--- config.mk ---
export PLATFORM = sky130hd
export DESIGN_NAME = dds_spi_engine
export DESIGN_NICKNAME = d
export VERILOG_FILES = /design/src/rtl/dds_spi_pkg.sv /design/src/rtl/dds_cmd_builder.sv /design/src/rtl/dds_sclk_timer.sv /design/src/rtl/dds_pulse_gen.sv /design/src/rtl/dds_spi_engine.sv
export SDC_FILE = /design/constraint.sdc
export NUM_CORES = 1
export LEC_CHECK = 0
export CORE_MARGIN = 4
export CORE_UTILIZATION = 60
export DETAILED_ROUTE_END_ITERATION = 7
export DONT_BUFFER_PORTS = 1
export GPL_ROUTABILITY_DRIVEN = 0
export PLACE_DENSITY = 0.78
export SYNTH_ARGS = -nofsm -noshare
export SYNTH_HDL_FRONTEND = slang
export SYNTH_SLANG_ARGS = --single-unit
--- constraint.sdc ---
create_clock -name clk -period 2.85 [get_ports clk]
set_input_delay 0.57 -clock clk [delete_from_list [all_inputs] [get_ports clk]]
set_output_delay 0.57 -clock clk [all_outputs]
set_load 0.01 [all_outputs]
--- src/rtl/dds_spi_pkg.sv ---
package dds_spi_pkg;
   localparam int INSTR_W   = 16;
   localparam int RD_BIT    = 15;
   localparam int LEN_LSB   = 13;
   localparam int WORD_W    = 32;
   localparam int POW_W     = 16;
   localparam int FTW_W     = 48;
   localparam int FRAME_W   = INSTR_W + POW_W + FTW_W;
   localparam int CNT_W     = $clog2(FRAME_W + 1);
   localparam int MAX_BYTES = 4;

   typedef enum logic [1:0] {
      ST_IDLE  = 2'd0,
      ST_LOW   = 2'd1,
      ST_HIGH  = 2'd2,
      ST_PULSE = 2'd3
   } eng_state_t;
endpackage

--- src/rtl/dds_cmd_builder.sv ---
module dds_cmd_builder
   import dds_spi_pkg::*;
#(
   parameter int ADDR_W     = 13,
   parameter int PHASE_ADDR = 13'h01AD
) (
   input  logic [ADDR_W-1:0]  addr,
   input  logic [WORD_W-1:0]  wdata,
   input  logic [2:0]         len,
   input  logic               rd,
   input  logic               profile,
   input  logic [POW_W-1:0]   pow,
   input  logic [FTW_W-1:0]   ftw,
   output logic [FRAME_W-1:0] frame,
   output logic [CNT_W-1:0]   total_bits,
   output logic [CNT_W-1:0]   data_bits,
   output logic               len_ok
);
   localparam logic [ADDR_W-1:0] PH_ADDR = ADDR_W'(PHASE_ADDR);

   logic [1:0]         len_m1;
   logic [INSTR_W-1:0] instr;

   assign len_m1 = len[1:0] - 2'd1;
   assign len_ok = profile || (len >= 3'd1 && len <= 3'(MAX_BYTES));

   always_comb begin
      if (profile) begin
         instr      = {1'b0, 2'b11, PH_ADDR};
         frame      = {instr, pow, ftw};
         data_bits  = CNT_W'(POW_W + FTW_W);
      end else begin
         instr      = {rd, len_m1, addr};
         frame      = {instr, (rd ? '0 : wdata), {(FRAME_W-INSTR_W-WORD_W){1'b0}}};
         data_bits  = CNT_W'({len, 3'b000});
      end
      total_bits = data_bits + CNT_W'(INSTR_W);
   end
endmodule

--- src/rtl/dds_sclk_timer.sv ---
module dds_sclk_timer #(
   parameter int SCLK_HALF = 4
) (
   input  logic clk,
   input  logic rst_n,
   input  logic run,
   output logic tick
);
   generate
      if (SCLK_HALF == 1) begin : g_bypass
         assign tick = run;
      end else begin : g_count
         localparam int DW = $clog2(SCLK_HALF);
         localparam logic [DW-1:0] LAST = DW'(SCLK_HALF - 1);
         logic [DW-1:0] cnt;
         always_ff @(posedge clk or negedge rst_n) begin
            if (!rst_n)            cnt <= '0;
            else if (!run)         cnt <= '0;
            else if (cnt == LAST)  cnt <= '0;
            else                   cnt <= cnt + 1'b1;
         end
         assign tick = run && (cnt == LAST);
      end
   endgenerate
endmodule

--- src/rtl/dds_pulse_gen.sv ---
module dds_pulse_gen #(
   parameter int CYCLES = 3
) (
   input  logic clk,
   input  logic rst_n,
   input  logic fire,
   output logic pulse,
   output logic last
);
   localparam int PW = $clog2(CYCLES + 1);
   logic [PW-1:0] cnt;

   always_ff @(posedge clk or negedge rst_n) begin
      if (!rst_n)          cnt <= '0;
      else if (fire)       cnt <= PW'(CYCLES);
      else if (cnt != '0)  cnt <= cnt - 1'b1;
   end

   assign pulse = (cnt != '0);
   assign last  = (cnt == PW'(1));
endmodule

--- src/rtl/dds_spi_engine.sv ---
module dds_spi_engine
   import dds_spi_pkg::*;
#(
   parameter int ADDR_W       = 13,
   parameter int SCLK_HALF    = 4,
   parameter int CS_CODE      = 4,
   parameter int IOUPD_CYCLES = 3,
   parameter int PHASE_ADDR   = 13'h01AD
) (
   input  logic              clk,
   input  logic              rst_n,
   input  logic              req_valid,
   output logic              req_ready,
   input  logic [ADDR_W-1:0] req_addr,
   input  logic [31:0]       req_wdata,
   input  logic [2:0]        req_len,
   input  logic              req_read,
   input  logic              req_profile,
   input  logic [15:0]       req_pow,
   input  logic [47:0]       req_ftw,
   output logic              rsp_done,
   output logic              rsp_err,
   output logic [31:0]       rsp_rdata,
   output logic              spi_sclk,
   output logic              spi_mosi,
   input  logic              spi_miso,
   output logic [2:0]        spi_cs,
   output logic              io_update
);
   if (ADDR_W != LEN_LSB) begin : g_bad_addr
      $error("ADDR_W must equal the instruction address field width");
   end
   if (CS_CODE < 4 || CS_CODE > 7) begin : g_bad_cs
      $error("CS_CODE must lie in 4..7");
   end
   if (SCLK_HALF < 1) begin : g_bad_half
      $error("SCLK_HALF must be at least 1");
   end
   if (IOUPD_CYCLES < 1) begin : g_bad_pulse
      $error("IOUPD_CYCLES must be at least 1");
   end
   if (PHASE_ADDR >= (1 << LEN_LSB)) begin : g_bad_paddr
      $error("PHASE_ADDR does not fit the address field");
   end

   eng_state_t         state;
   logic [FRAME_W-1:0] shreg, frame;
   logic [CNT_W-1:0]   bits_left, dbits_q, total_bits, data_bits;
   logic               is_read, is_prof, len_ok;
   logic [WORD_W-1:0]  rx, rdata_q;
   logic               done_q, err_q, sclk_q;
   logic [2:0]         cs_q;
   logic               tick, run, fire, pulse, pulse_last;

   dds_cmd_builder #(.ADDR_W(ADDR_W), .PHASE_ADDR(PHASE_ADDR)) u_cmd (
      .addr(req_addr), .wdata(req_wdata), .len(req_len), .rd(req_read),
      .profile(req_profile), .pow(req_pow), .ftw(req_ftw),
      .frame(frame), .total_bits(total_bits), .data_bits(data_bits),
      .len_ok(len_ok)
   );

   assign run = (state == ST_LOW) || (state == ST_HIGH);

   dds_sclk_timer #(.SCLK_HALF(SCLK_HALF)) u_tmr (
      .clk(clk), .rst_n(rst_n), .run(run), .tick(tick)
   );

   assign fire = (state == ST_HIGH) && tick && (bits_left == CNT_W'(1)) && is_prof;

   dds_pulse_gen #(.CYCLES(IOUPD_CYCLES)) u_pulse (
      .clk(clk), .rst_n(rst_n), .fire(fire), .pulse(pulse), .last(pulse_last)
   );

   always_ff @(posedge clk or negedge rst_n) begin
      if (!rst_n) begin
         state     <= ST_IDLE;
         shreg     <= '0;
         bits_left <= '0;
         dbits_q   <= '0;
         is_read   <= 1'b0;
         is_prof   <= 1'b0;
         rx        <= '0;
         rdata_q   <= '0;
         done_q    <= 1'b0;
         err_q     <= 1'b0;
         sclk_q    <= 1'b0;
         cs_q      <= '0;
      end else begin
         done_q <= 1'b0;
         err_q  <= 1'b0;
         unique case (state)
            ST_IDLE: if (req_valid) begin
               if (!len_ok) begin
                  done_q <= 1'b1;
                  err_q  <= 1'b1;
               end else begin
                  shreg     <= frame;
                  bits_left <= total_bits;
                  dbits_q   <= data_bits;
                  is_read   <= req_read && !req_profile;
                  is_prof   <= req_profile;
                  rx        <= '0;
                  cs_q      <= 3'(CS_CODE);
                  state     <= ST_LOW;
               end
            end
            ST_LOW: if (tick) begin
               sclk_q <= 1'b1;
               if (is_read && bits_left <= dbits_q) rx <= {rx[WORD_W-2:0], spi_miso};
               state  <= ST_HIGH;
            end
            ST_HIGH: if (tick) begin
               sclk_q <= 1'b0;
               if (bits_left == CNT_W'(1)) begin
                  cs_q <= '0;
                  if (is_prof) begin
                     state <= ST_PULSE;
                  end else begin
                     state  <= ST_IDLE;
                     done_q <= 1'b1;
                     if (is_read) rdata_q <= rx;
                  end
               end else begin
                  shreg     <= shreg << 1;
                  bits_left <= bits_left - 1'b1;
                  state     <= ST_LOW;
               end
            end
            ST_PULSE: if (pulse_last) begin
               state  <= ST_IDLE;
               done_q <= 1'b1;
            end
            default: state <= ST_IDLE;
         endcase
      end
   end

   assign req_ready = (state == ST_IDLE);
   assign rsp_done  = done_q;
   assign rsp_err   = err_q;
   assign rsp_rdata = rdata_q;
   assign spi_sclk  = sclk_q;
   assign spi_mosi  = shreg[FRAME_W-1];
   assign spi_cs    = cs_q;
   assign io_update = pulse;
endmodule


==> results.md <==
* Status: finished with violations
* Failing checks: hold timing
* Avg Synthesized Cell Area at 9.99 µm²
* Crit share post-route at 88.2%
* Die Height at 121 µm
* Sequential share of the synthesized area at 54.1%
* Routed WL at 15,900 µm
* Clock buffer depth at 2
* Final Hold Fails at 166
* Antenna diodes at 0
* Top cell type's share of synthesized area at 54.1%
* Yosys cell types at 48
* Router iterations before antenna repair at 5
* Max-Cap Viols at 0
* Critical path arrival at 2810 ps
* Drt wl/cell at 17.2 µm
* Root Buffer: clkbuf_16
* Total track usage at 22.7%
* Total Neg Setup Slack at 0 ps
* WP data required at 3140 ps
* Slew Limit Fails at 0
* DP Wirelength at 10,800 µm
* Worst slew pin tran at 718 ps
* Via count at 5,482
* Footprint of the multi-input gates at 3100 µm²
* Num rows at 41
* EDFF count, synth at 0
* Ports at 159
* Yosys reg bits at 166
* CTS sink cnt at 166
* Synthesized cell area at 7680 µm²
* Endpoints failing setup at 0
* Vias per cell at 5.91
* Slew HR at 51.6%
* CTS tree: done
* Initial Utilization at 61.1%
* Hold crit path type: in -> async
* Primary FF master, synth: dfrtp_1
* FFs w/ async S/R, synth at 100%
* Port-buffer cells at 0
* Layout area overhead at 8.93%
* Mapped Cells at 769
* DIE WIDTH at 121 µm
* Worst Path Class, Setup: reg -> reg
* First-pass GRT wire length at 26,600 µm
* CP startpoint kind: register
* Initial antenna violation count at 0
* Vias in the first global route at 5,490
* Power per cell area at 1050 nW/µm²
* CTS H-Tree Depth at 4
* Core box area at 12,600 µm²
* Period minus WS final at 2510 ps
* FMAX at 398 MHz
* Starting DRC count in detailed routing at 427
* Leading area contributor after synthesis: dfrtp_1
* Leakage power at 3.67 nW
* Max Clock Skew at 13.4 ps
* Most area-consuming cells after synthesis: dfrtp_1 (54%), a22oi_1 (6.8%), nand2_1 (6.2%)
* Congestion Overflow GR at 0
* CTS-repair resized insts at 0
* Synth warn at 0
* CTS Buf Count at 17
* Share of post-route cells with drive strength above 1 at 7.28%
* Hold WS at -152 ps
* Filler cells at 962
* Pwr Total at 8.78 mW
* Die Area at 14,700 µm²
* Worst skew pair latency at 420 ps
* Seq. cell area at 4150 µm²
* Nets at 881
* Remaining DRCs at 0
* Largest net degree at the start of global routing at 167
* Clk pin slew, worst setup/hold paths at 60 ps
* Critical-path maximum fanout at 84
* RSZ-0062 raised after global routing: false
* CP Capture Type: register
* Post-route ant nets at 0
* Max IR drop VDD at 0.532 mV
final cells by class:
cell class	instances	area share (%)
well taps	172	2.57
flip-flops and latches	166	49.7
clock buffers	17	5.09
multi-input cells	495	37.0
clock inverters	14	1.82
repair buffers	12	1.53
inverters	52	2.33
timing repair:
item | CTS | global route
endpoints found under the hold margin | 166 | 166
setup buffers | 0 | 0
setup endpoints to repair | 0 | 0
stage by stage:
step	instances	hold slack, ps	setup WS, ps	utilization [%]	cell area (µm²)
floorplan	770	274	579	-	7680
global placement	897	279	392	62.0	7790
detailed placement	897	278	323	62.0	7790
CTS	928	-177	380	66.6	8370
global route	928	-185	218	66.6	8370
finish	928	-152	336	66.6	8370
critical path, cell delays in order, from the launching register on:
cell	delay, ps
dfrtp_1	440
inv_1	130
ha_2	320
inv_1	80
o21ai_0	590
o22ai_4	180
buf_12	240
a221o_1	380
layer usage:
metal | part of all wire [%] | up-vias | routed length [µm] | GRT usage (%)
met1 | 43 | 2643 | 6880 | 30.2
met3 | 8.3 | 21 | 1330 | 8.30
met4 | 1.4 | 0 | 222 | 7.28
li1 | - | 2649 | - | -
met5 | 0 | - | 0 | 0
met2 | 47 | 169 | 7520 | 35.0
layout by cell type (no fill, tap or decap), types with 2 or more instances in the layout:
cell type,n
a221o_1,32
a21oi_1,11
o22ai_1,7
buf_4,9
bufinv_16,2
nor2b_1,6
dfrtp_1,166
and2_1,2
nand2_1,126
inv_6,3
o21a_1,2
a41oi_1,2
buf_12,3
a22oi_1,70
inv_1,52
conb_1,2
mux2_2,2
o22a_1,2
nor2_1,47
nand3_1,4
clkinv_2,3
nor3b_1,2
clkbuf_16,17
a31oi_1,5
o31ai_1,3
o21ai_0,91
xor2_1,2
mux2i_1,34
o21ai_1,2
ha_1,18
clkinv_4,5
sequential cells by signal, indices dropped and copies added, names as in the netlist:
name and cells:
rsp_err 1, bits_left 7, shreg 80, spi_sclk 1, u_tmr.g_count.cnt 2, state 2
rsp_rdata 32, u_pulse.cnt 2, spi_cs 1, rsp_done 1, is_read 1, dbits_q 3
rx 32, is_prof 1
cells in the mapped netlist, drive strengths merged (2+ instances only):
master and instances:
a21oi 11, a221o 32, a22oi 70, a31oi 5
a41oi 2, and2 2, buf 26, clkbuf 31
dfrtp 166, ha 19, inv 52, mux2 2
mux2i 34, nand2 126, nand3 4, nor2 47
nor2b 7, nor3 2, nor3b 3, nor4 2
o21a 2, o21ai 93, o22a 2, o22ai 8
o31ai 3, or3 2, xor2 2
path summary, 6_finish.rpt:
check | startpoint | slack [ps] | endpoint | depth (start not counted)
max | state[0] | 340 | shreg[56] | 7
min | rst_n | -150 | rsp_rdata[30] | 0
max reg2reg | state[0] | 340 | shreg[56] | 7
min reg2reg | u_tmr.g_count.cnt[0] | 440 | u_tmr.g_count.cnt[0] | 1
max in group asynchronous | rst_n | 2730 | shreg[31] | 0
min in group clk | req_wdata[19] | 290 | shreg[51] | 1
cell families after synthesis:
| logic type | share of synthesized area [%] |
|---|---|
| AO/OA/AOI/OAI | 20.9 |
| XOR/XNOR | 0.228 |
| adder cells (fa/ha/maj) | 3.10 |
| buffers and inverters | 5.95 |
| flip-flops | 54.1 |
| multiplexers | 4.72 |
| other | 0.0488 |
| AND/OR/NAND/NOR | 11.0 |
power breakdown:
part,internal [mW],total [mW],switching (mW)
Clock,1.29,2.24,0.945
Sequential,3.05,3.49,0.448
Combinational,1.23,3.05,1.82
Note: power is estimated with default switching activity, not from simulation.
